$ cat src/rtl/jtag_tap_pkg.sv
package jtag_tap_pkg;

    // Sixteen controller states
    typedef enum logic [3:0] {
        TS_RESET, TS_IDLE,
        TS_SEL_DR, TS_CAP_DR, TS_SHF_DR, TS_EX1_DR, TS_PAU_DR, TS_EX2_DR, TS_UPD_DR,
        TS_SEL_IR, TS_CAP_IR, TS_SHF_IR, TS_EX1_IR, TS_PAU_IR, TS_EX2_IR, TS_UPD_IR
    } tap_state_e;

    // Decoded operations
    typedef enum logic [2:0] {
        OP_BYPASS, OP_EXTEST, OP_SAMPLE, OP_INTEST, OP_CLAMP, OP_HIGHZ, OP_RUNBIST
    } tap_op_e;

    // Data register selection, visible on dr_sel
    typedef enum logic [1:0] {
        DR_BYP  = 2'd0,
        DR_BSR  = 2'd1,
        DR_BIST = 2'd2
    } dr_sel_e;

    // Per-register phase strobes
    typedef struct packed {
        logic capture;
        logic shift;
        logic update;
    } tap_step_t;

    // Instruction decode result
    typedef struct packed {
        dr_sel_e sel;
        logic    mode;
        logic    pins_off;
        logic    bist_en;
    } tap_dec_t;

    function automatic tap_state_e tap_next(input tap_state_e s, input logic m);
        tap_state_e n;
        case (s)
            TS_RESET:  n = m ? TS_RESET  : TS_IDLE;
            TS_IDLE:   n = m ? TS_SEL_DR : TS_IDLE;
            TS_SEL_DR: n = m ? TS_SEL_IR : TS_CAP_DR;
            TS_CAP_DR: n = m ? TS_EX1_DR : TS_SHF_DR;
            TS_SHF_DR: n = m ? TS_EX1_DR : TS_SHF_DR;
            TS_EX1_DR: n = m ? TS_UPD_DR : TS_PAU_DR;
            TS_PAU_DR: n = m ? TS_EX2_DR : TS_PAU_DR;
            TS_EX2_DR: n = m ? TS_UPD_DR : TS_SHF_DR;
            TS_UPD_DR: n = m ? TS_SEL_DR : TS_IDLE;
            TS_SEL_IR: n = m ? TS_RESET  : TS_CAP_IR;
            TS_CAP_IR: n = m ? TS_EX1_IR : TS_SHF_IR;
            TS_SHF_IR: n = m ? TS_EX1_IR : TS_SHF_IR;
            TS_EX1_IR: n = m ? TS_UPD_IR : TS_PAU_IR;
            TS_PAU_IR: n = m ? TS_EX2_IR : TS_PAU_IR;
            TS_EX2_IR: n = m ? TS_UPD_IR : TS_SHF_IR;
            TS_UPD_IR: n = m ? TS_SEL_DR : TS_IDLE;
            default:   n = TS_RESET;
        endcase
        return n;
    endfunction

endpackage

$ cat src/rtl/tap_fsm.sv
module tap_fsm
    import jtag_tap_pkg::*;
(
    input  logic       tck,
    input  logic       trst_n,
    input  logic       tms,
    output tap_state_e state,
    output tap_state_e state_nxt,
    output tap_step_t  dr_step,
    output tap_step_t  ir_step
);

    always_comb state_nxt = tap_next(state, tms);

    always_ff @(posedge tck or negedge trst_n) begin
        if (!trst_n) state <= TS_RESET;
        else         state <= state_nxt;
    end

    always_comb begin
        dr_step.capture = (state == TS_CAP_DR);
        dr_step.shift   = (state == TS_SHF_DR);
        dr_step.update  = (state == TS_UPD_DR);
        ir_step.capture = (state == TS_CAP_IR);
        ir_step.shift   = (state == TS_SHF_IR);
        ir_step.update  = (state == TS_UPD_IR);
    end

endmodule

$ cat src/rtl/tap_ir.sv
module tap_ir
    import jtag_tap_pkg::*;
#(
    parameter int IR_W = 4
) (
    input  logic       tck,
    input  logic       trst_n,
    input  logic       tdi,
    input  tap_step_t  ir_step,
    input  tap_state_e state_nxt,
    output tap_op_e    op,
    output logic       ir_so
);

    localparam logic [IR_W-1:0] C_EXTEST  = IR_W'(0);
    localparam logic [IR_W-1:0] C_SAMPLE  = IR_W'(1);
    localparam logic [IR_W-1:0] C_INTEST  = IR_W'(2);
    localparam logic [IR_W-1:0] C_CLAMP   = IR_W'(3);
    localparam logic [IR_W-1:0] C_HIGHZ   = IR_W'(4);
    localparam logic [IR_W-1:0] C_RUNBIST = IR_W'(5);
    localparam logic [IR_W-1:0] C_BYPASS  = '1;
    localparam logic [IR_W-1:0] C_CAPTURE = IR_W'(1);

    logic [IR_W-1:0] ir_sh;
    logic [IR_W-1:0] ir_code;

    // Shift stage: capture fixed pattern, shift LSB out first
    always_ff @(posedge tck or negedge trst_n) begin
        if (!trst_n)              ir_sh <= C_CAPTURE;
        else if (ir_step.capture) ir_sh <= C_CAPTURE;
        else if (ir_step.shift)   ir_sh <= {tdi, ir_sh[IR_W-1:1]};
    end

    // Active instruction: bypass on entry to reset, else take on update
    always_ff @(posedge tck or negedge trst_n) begin
        if (!trst_n)                    ir_code <= C_BYPASS;
        else if (state_nxt == TS_RESET) ir_code <= C_BYPASS;
        else if (ir_step.update)        ir_code <= ir_sh;
    end

    always_comb begin
        case (ir_code)
            C_EXTEST:  op = OP_EXTEST;
            C_SAMPLE:  op = OP_SAMPLE;
            C_INTEST:  op = OP_INTEST;
            C_CLAMP:   op = OP_CLAMP;
            C_HIGHZ:   op = OP_HIGHZ;
            C_RUNBIST: op = OP_RUNBIST;
            default:   op = OP_BYPASS;
        endcase
    end

    assign ir_so = ir_sh[0];

endmodule

$ cat src/rtl/tap_decode.sv
module tap_decode
    import jtag_tap_pkg::*;
(
    input  tap_op_e    op,
    input  tap_state_e state,
    output tap_dec_t   dec
);

    always_comb begin
        dec.sel      = DR_BYP;
        dec.mode     = 1'b0;
        dec.pins_off = 1'b0;
        dec.bist_en  = 1'b0;
        case (op)
            OP_EXTEST, OP_INTEST: begin
                dec.sel  = DR_BSR;
                dec.mode = 1'b1;
            end
            OP_SAMPLE:  dec.sel = DR_BSR;
            OP_CLAMP:   dec.mode = 1'b1;
            OP_HIGHZ:   dec.pins_off = 1'b1;
            OP_RUNBIST: begin
                dec.sel     = DR_BIST;
                dec.bist_en = (state == TS_IDLE);
            end
            default: ;
        endcase
    end

endmodule

$ cat src/rtl/tap_dr_path.sv
module tap_dr_path
    import jtag_tap_pkg::*;
(
    input  logic      tck,
    input  logic      trst_n,
    input  logic      tdi,
    input  tap_step_t dr_step,
    input  tap_step_t ir_step,
    input  dr_sel_e   sel,
    input  logic      ir_so,
    input  logic      bsr_so,
    input  logic      bist_so,
    output logic      tdo,
    output logic      tdo_en
);

    logic byp_q;
    logic dr_so;
    logic so_nxt;
    logic shifting;

    // One-bit bypass register
    always_ff @(posedge tck or negedge trst_n) begin
        if (!trst_n)                                 byp_q <= 1'b0;
        else if (sel == DR_BYP && dr_step.capture)   byp_q <= 1'b0;
        else if (sel == DR_BYP && dr_step.shift)     byp_q <= tdi;
    end

    always_comb begin
        case (sel)
            DR_BSR:  dr_so = bsr_so;
            DR_BIST: dr_so = bist_so;
            default: dr_so = byp_q;
        endcase
    end

    assign shifting = dr_step.shift | ir_step.shift;
    assign so_nxt   = ir_step.shift ? ir_so : dr_so;

    // Falling-edge output stage
    always_ff @(negedge tck or negedge trst_n) begin
        if (!trst_n) begin
            tdo    <= 1'b0;
            tdo_en <= 1'b0;
        end else begin
            tdo_en <= shifting;
            if (shifting) tdo <= so_nxt;
        end
    end

endmodule

$ cat src/rtl/tap_ctrl.sv
module tap_ctrl
    import jtag_tap_pkg::*;
#(
    parameter int IR_W = 4
) (
    input  logic       tck,
    input  logic       trst_n,
    input  logic       tms,
    input  logic       tdi,
    input  logic       bsr_so,
    input  logic       bist_so,
    output logic       tdo,
    output logic       tdo_en,
    output logic       tap_reset,
    output logic [1:0] dr_sel,
    output logic       clock_dr,
    output logic       shift_dr,
    output logic       update_dr,
    output logic       bsr_mode,
    output logic       pins_off,
    output logic       bist_run
);

    tap_state_e st;
    tap_state_e st_nxt;
    tap_step_t  dr_step;
    tap_step_t  ir_step;
    tap_op_e    op;
    logic       ir_so;
    tap_dec_t   dec;

    tap_fsm i_fsm (
        .tck(tck), .trst_n(trst_n), .tms(tms),
        .state(st), .state_nxt(st_nxt),
        .dr_step(dr_step), .ir_step(ir_step)
    );

    tap_ir #(.IR_W(IR_W)) i_ir (
        .tck(tck), .trst_n(trst_n), .tdi(tdi),
        .ir_step(ir_step), .state_nxt(st_nxt),
        .op(op), .ir_so(ir_so)
    );

    tap_decode i_dec (
        .op(op), .state(st), .dec(dec)
    );

    tap_dr_path i_path (
        .tck(tck), .trst_n(trst_n), .tdi(tdi),
        .dr_step(dr_step), .ir_step(ir_step), .sel(dec.sel),
        .ir_so(ir_so), .bsr_so(bsr_so), .bist_so(bist_so),
        .tdo(tdo), .tdo_en(tdo_en)
    );

    assign tap_reset = (st == TS_RESET);
    assign dr_sel    = dec.sel;
    assign clock_dr  = dr_step.capture | dr_step.shift;
    assign shift_dr  = dr_step.shift;
    assign update_dr = dr_step.update;
    assign bsr_mode  = dec.mode;
    assign pins_off  = dec.pins_off;
    assign bist_run  = dec.bist_en;

endmodule

$ cat config.mk
export PLATFORM = sky130hd
export DESIGN_NAME = tap_ctrl
export DESIGN_NICKNAME = d
export VERILOG_FILES = /design/src/rtl/jtag_tap_pkg.sv /design/src/rtl/tap_fsm.sv /design/src/rtl/tap_ir.sv /design/src/rtl/tap_decode.sv /design/src/rtl/tap_dr_path.sv /design/src/rtl/tap_ctrl.sv
export SDC_FILE = /design/constraint.sdc
export NUM_CORES = 1
export LEC_CHECK = 0
export BUFFER_PORTS_ARGS = -buffer_cell sky130_fd_sc_hd__buf_2
export CORE_AREA = 2 2 50 52
export DETAILED_ROUTE_END_ITERATION = 10
export DIE_AREA = 0 0 52 54
export GPL_TIMING_DRIVEN = 0
export PLACE_DENSITY = 0.62
export REMOVE_ABC_BUFFERS = 1
export SLEW_MARGIN = 0
export SYNTH_ARGS = -nofsm -noshare
export SYNTH_HDL_FRONTEND = slang
export SYNTH_HIERARCHICAL = 1
export SYNTH_SLANG_ARGS = --single-unit
$ cat constraint.sdc
create_clock -name tck -period 5.1 [get_ports tck]
set_clock_uncertainty 0.05 [all_clocks]
set_input_delay 0.765 -clock tck [delete_from_list [all_inputs] [get_ports tck]]
set_output_delay 0.765 -clock tck [all_outputs]
set_load 0.05 [all_outputs]
==> results.md <==
* Pre-antenna DRT Iters at 4
* CTS tree: built
* Synthesized area at 978 um2
* Placed cell area at 0.00107 mm2
* DP Worst Slack at 0.0606 ns
* CP arrival at 2.49 ns
* CP endpoint kind: register
* Later-pin clock latency in the skew report at 0.28 ns
* First-pass GRT wire length at 3250 um
* Synth Register Bits at 15
* Status: finished, final reports clean
* Antenna fix cells at 0
* Die X at 52 um
* Register Area at 382 um2
* Routed WL at 1970 um
* Sequential cell area fraction in the yosys report at 0.390
* Mean Syn Cell Area at 8.81 um2
* Setup-failing EPs final at 0
* Clk buf depth at 2
* GR Util All Layers at 0.156
* Critical Path Source Type: register
* Worst-path clk slew at 0.08 ns
* CP cell instances: or3b_1, a21oi_2, nand2_1, nor2_2, inv_1, ha_1, a22oi_1, a2111oi_1, a221o_1
* DRC viols at 0
* # nets final at 136
* Max-capacitance violation count at 0
* Hold Violations, Final at 0
* Worst Slack Setup Final at 0.144 ns
* Routed length per instance at 12.6 um
* Unique masters post-synth at 37
* Req. time, crit path at 2.63 ns
* Worst Path Class, Setup: register to register
* Post-route ant nets at 0
* Rel. slew slack at 0.606
* Power Density at 593 mW/mm2
* Slowest CP cell: dfstp_2
* Core Area at 0.00232 mm2
* GP Congestion at 0.678
* Vias/cell at 5.24
* DR iter-0 viols at 20
* Family with the most delay on the worst path: compound AO/OA/AOI/OAI gates
* Initial antenna violation count at 0
* Peak supply drop at 227 uV
* Final Slew Violations at 0
* Leak at 0.485 nW
* IO buf count at 16
* Critical-path maximum fanout at 6
* Finished Cell Area at 0.00111 mm2
* Worst Path Buf+Inv at 1
* Worst slew pin tran at 0.587 ns
* Flop-to-flop setup slack at 0.14 ns
* Die height at 54 um
* Clk root buf: clkbuf_4
* Vias at 818
* Area of the multi-input gates at 547 um2
* Synth-to-Final Area Change at 13.4%
* Hold Path Class: primary input to asynchronous set/reset pin
* H-tree depth at 1
* DPL Wire Length at 1480 um
* Ratio of cells with drive above 1 in the final layout at 0.262
* Grt total ovfl at 0
* Ports at 17
* Clk sinks at 15
* CTS Buf Count at 3
* Initial core utilization at 0.422
* Fill cells at 234
* DIE AREA at 0.00281 mm2
* Core Rows at 18
* Post-Synthesis Cells at 111
* Crit-path max cell delay at 0.57 ns
* Vias in the first global route at 727
* Yosys warns at 6
* Largest net degree at the start of global routing at 18
metrics by stage:
step / TNS [ns] / util / hold slack [ns] / instances / power, mW
floorplan: -0.417 / - / 0.396 / 105 / 0.509
global placement: 0 / 0.460 / 0.407 / 151 / 0.581
detailed placement: 0 / 0.460 / 0.418 / 151 / 0.594
CTS: 0 / 0.471 / 0.324 / 155 / 0.661
global route: -0.0101 / 0.478 / 0.337 / 156 / 0.711
finish: 0 / 0.478 / 0.320 / 156 / 0.658
synthesized netlist by cell type (all sizes together):
cell,count,share of area
dfrtp,8,0.20
a211oi,2,0.015
a2111oi,1,0.010
nand3,1,0.0051
or4b,2,0.020
nor3b,1,0.0077
o211ai,1,0.0077
inv,8,0.031
a32o,1,0.010
nor3,3,0.020
a31oi,2,0.013
ha,3,0.038
a221o,2,0.020
or2,2,0.013
clkbuf,2,0.0089
dfrtn,2,0.051
nand3b,1,0.0077
buf,4,0.020
nand2,14,0.054
a22oi,1,0.0077
nand4b,1,0.0090
o21ai,4,0.020
o221ai,1,0.0090
or4,1,0.012
nor4,1,0.013
nor2,14,0.054
nand2b,4,0.026
dfstp,5,0.13
nor2b,3,0.019
a21oi,4,0.020
a211o,1,0.0090
or3b,1,0.0090
o21a,1,0.0077
mux2i,9,0.092
sequential cells by signal, summed over array words and instances (netlist names):
register	flops
i_fsm/state	4
i_ir/ir_code	4
i_ir/ir_sh	4
i_path/byp_q	1
i_path/tdo	1
i_path/tdo_en	1
cells in the final DEF (no fill, tap or decap), drive strengths merged, types with 2 or more instances in the layout:
cell and n:
a221o 2, clkbuf 4, nor3 3, nand2b 4
mux2i 9, or4b 2, ha 3, dfrtn 2
dfrtp 8, buf 17, dfstp 5, nor2 14
a211oi 2, nand2 14, inv 8, or2 2
a21oi 4, a31oi 2, o21ai 4, nor2b 3
timing repair:
action | CTS | global route
hold buffers | 0 | 0
endpoints found under the hold margin | 0 | 0
gates resized for setup | 0 | 3
setup buffers | 0 | 1
setup endpoints to repair | 0 | 1
report_power, final:
part / switching [mW] / internal, mW
Sequential: 0.0871 / 0.182
Combinational: 0.202 / 0.122
Clock: 0.0355 / 0.0304
kinds of logic after synthesis:
logic type	count (synthesis)	share of synthesized area
simple gates	49	0.269
fa+ha+maj	3	0.0384
compound gates	21	0.151
buf+inv	14	0.0601
mux	9	0.0921
flops	15	0.390
per-layer routing:
metal,vias up,track usage,wire length (um)
met5,-,0,0
met4,0,0.0526,19
met3,2,0.0250,71
met2,15,0.245,897
met1,383,0.219,979
li1,418,-,-
area by class of cell:
type / instances / area share
repair buffers: 17 / 0.0789
multi-input cells: 82 / 0.493
flip-flops and latches: 15 / 0.344
inverters: 8 / 0.0271
clock buffers: 4 / 0.0237
well taps: 30 / 0.0338
final timing paths:
path / start / to / cells after the start
worst min-delay path: trst_n / i_ir/ir_sh[3] / 1
worst min register to register: i_path/tdo / i_path/tdo / 1
worst max register to register: i_ir/ir_code[1] / i_path/tdo / 9
max in group asynchronous: trst_n / i_path/tdo_en / 1
worst max-delay path: i_ir/ir_code[1] / i_path/tdo / 9
min in group tck: i_path/tdo / i_path/tdo / 1
No activity file was read; power rests on OpenSTA's default activity.
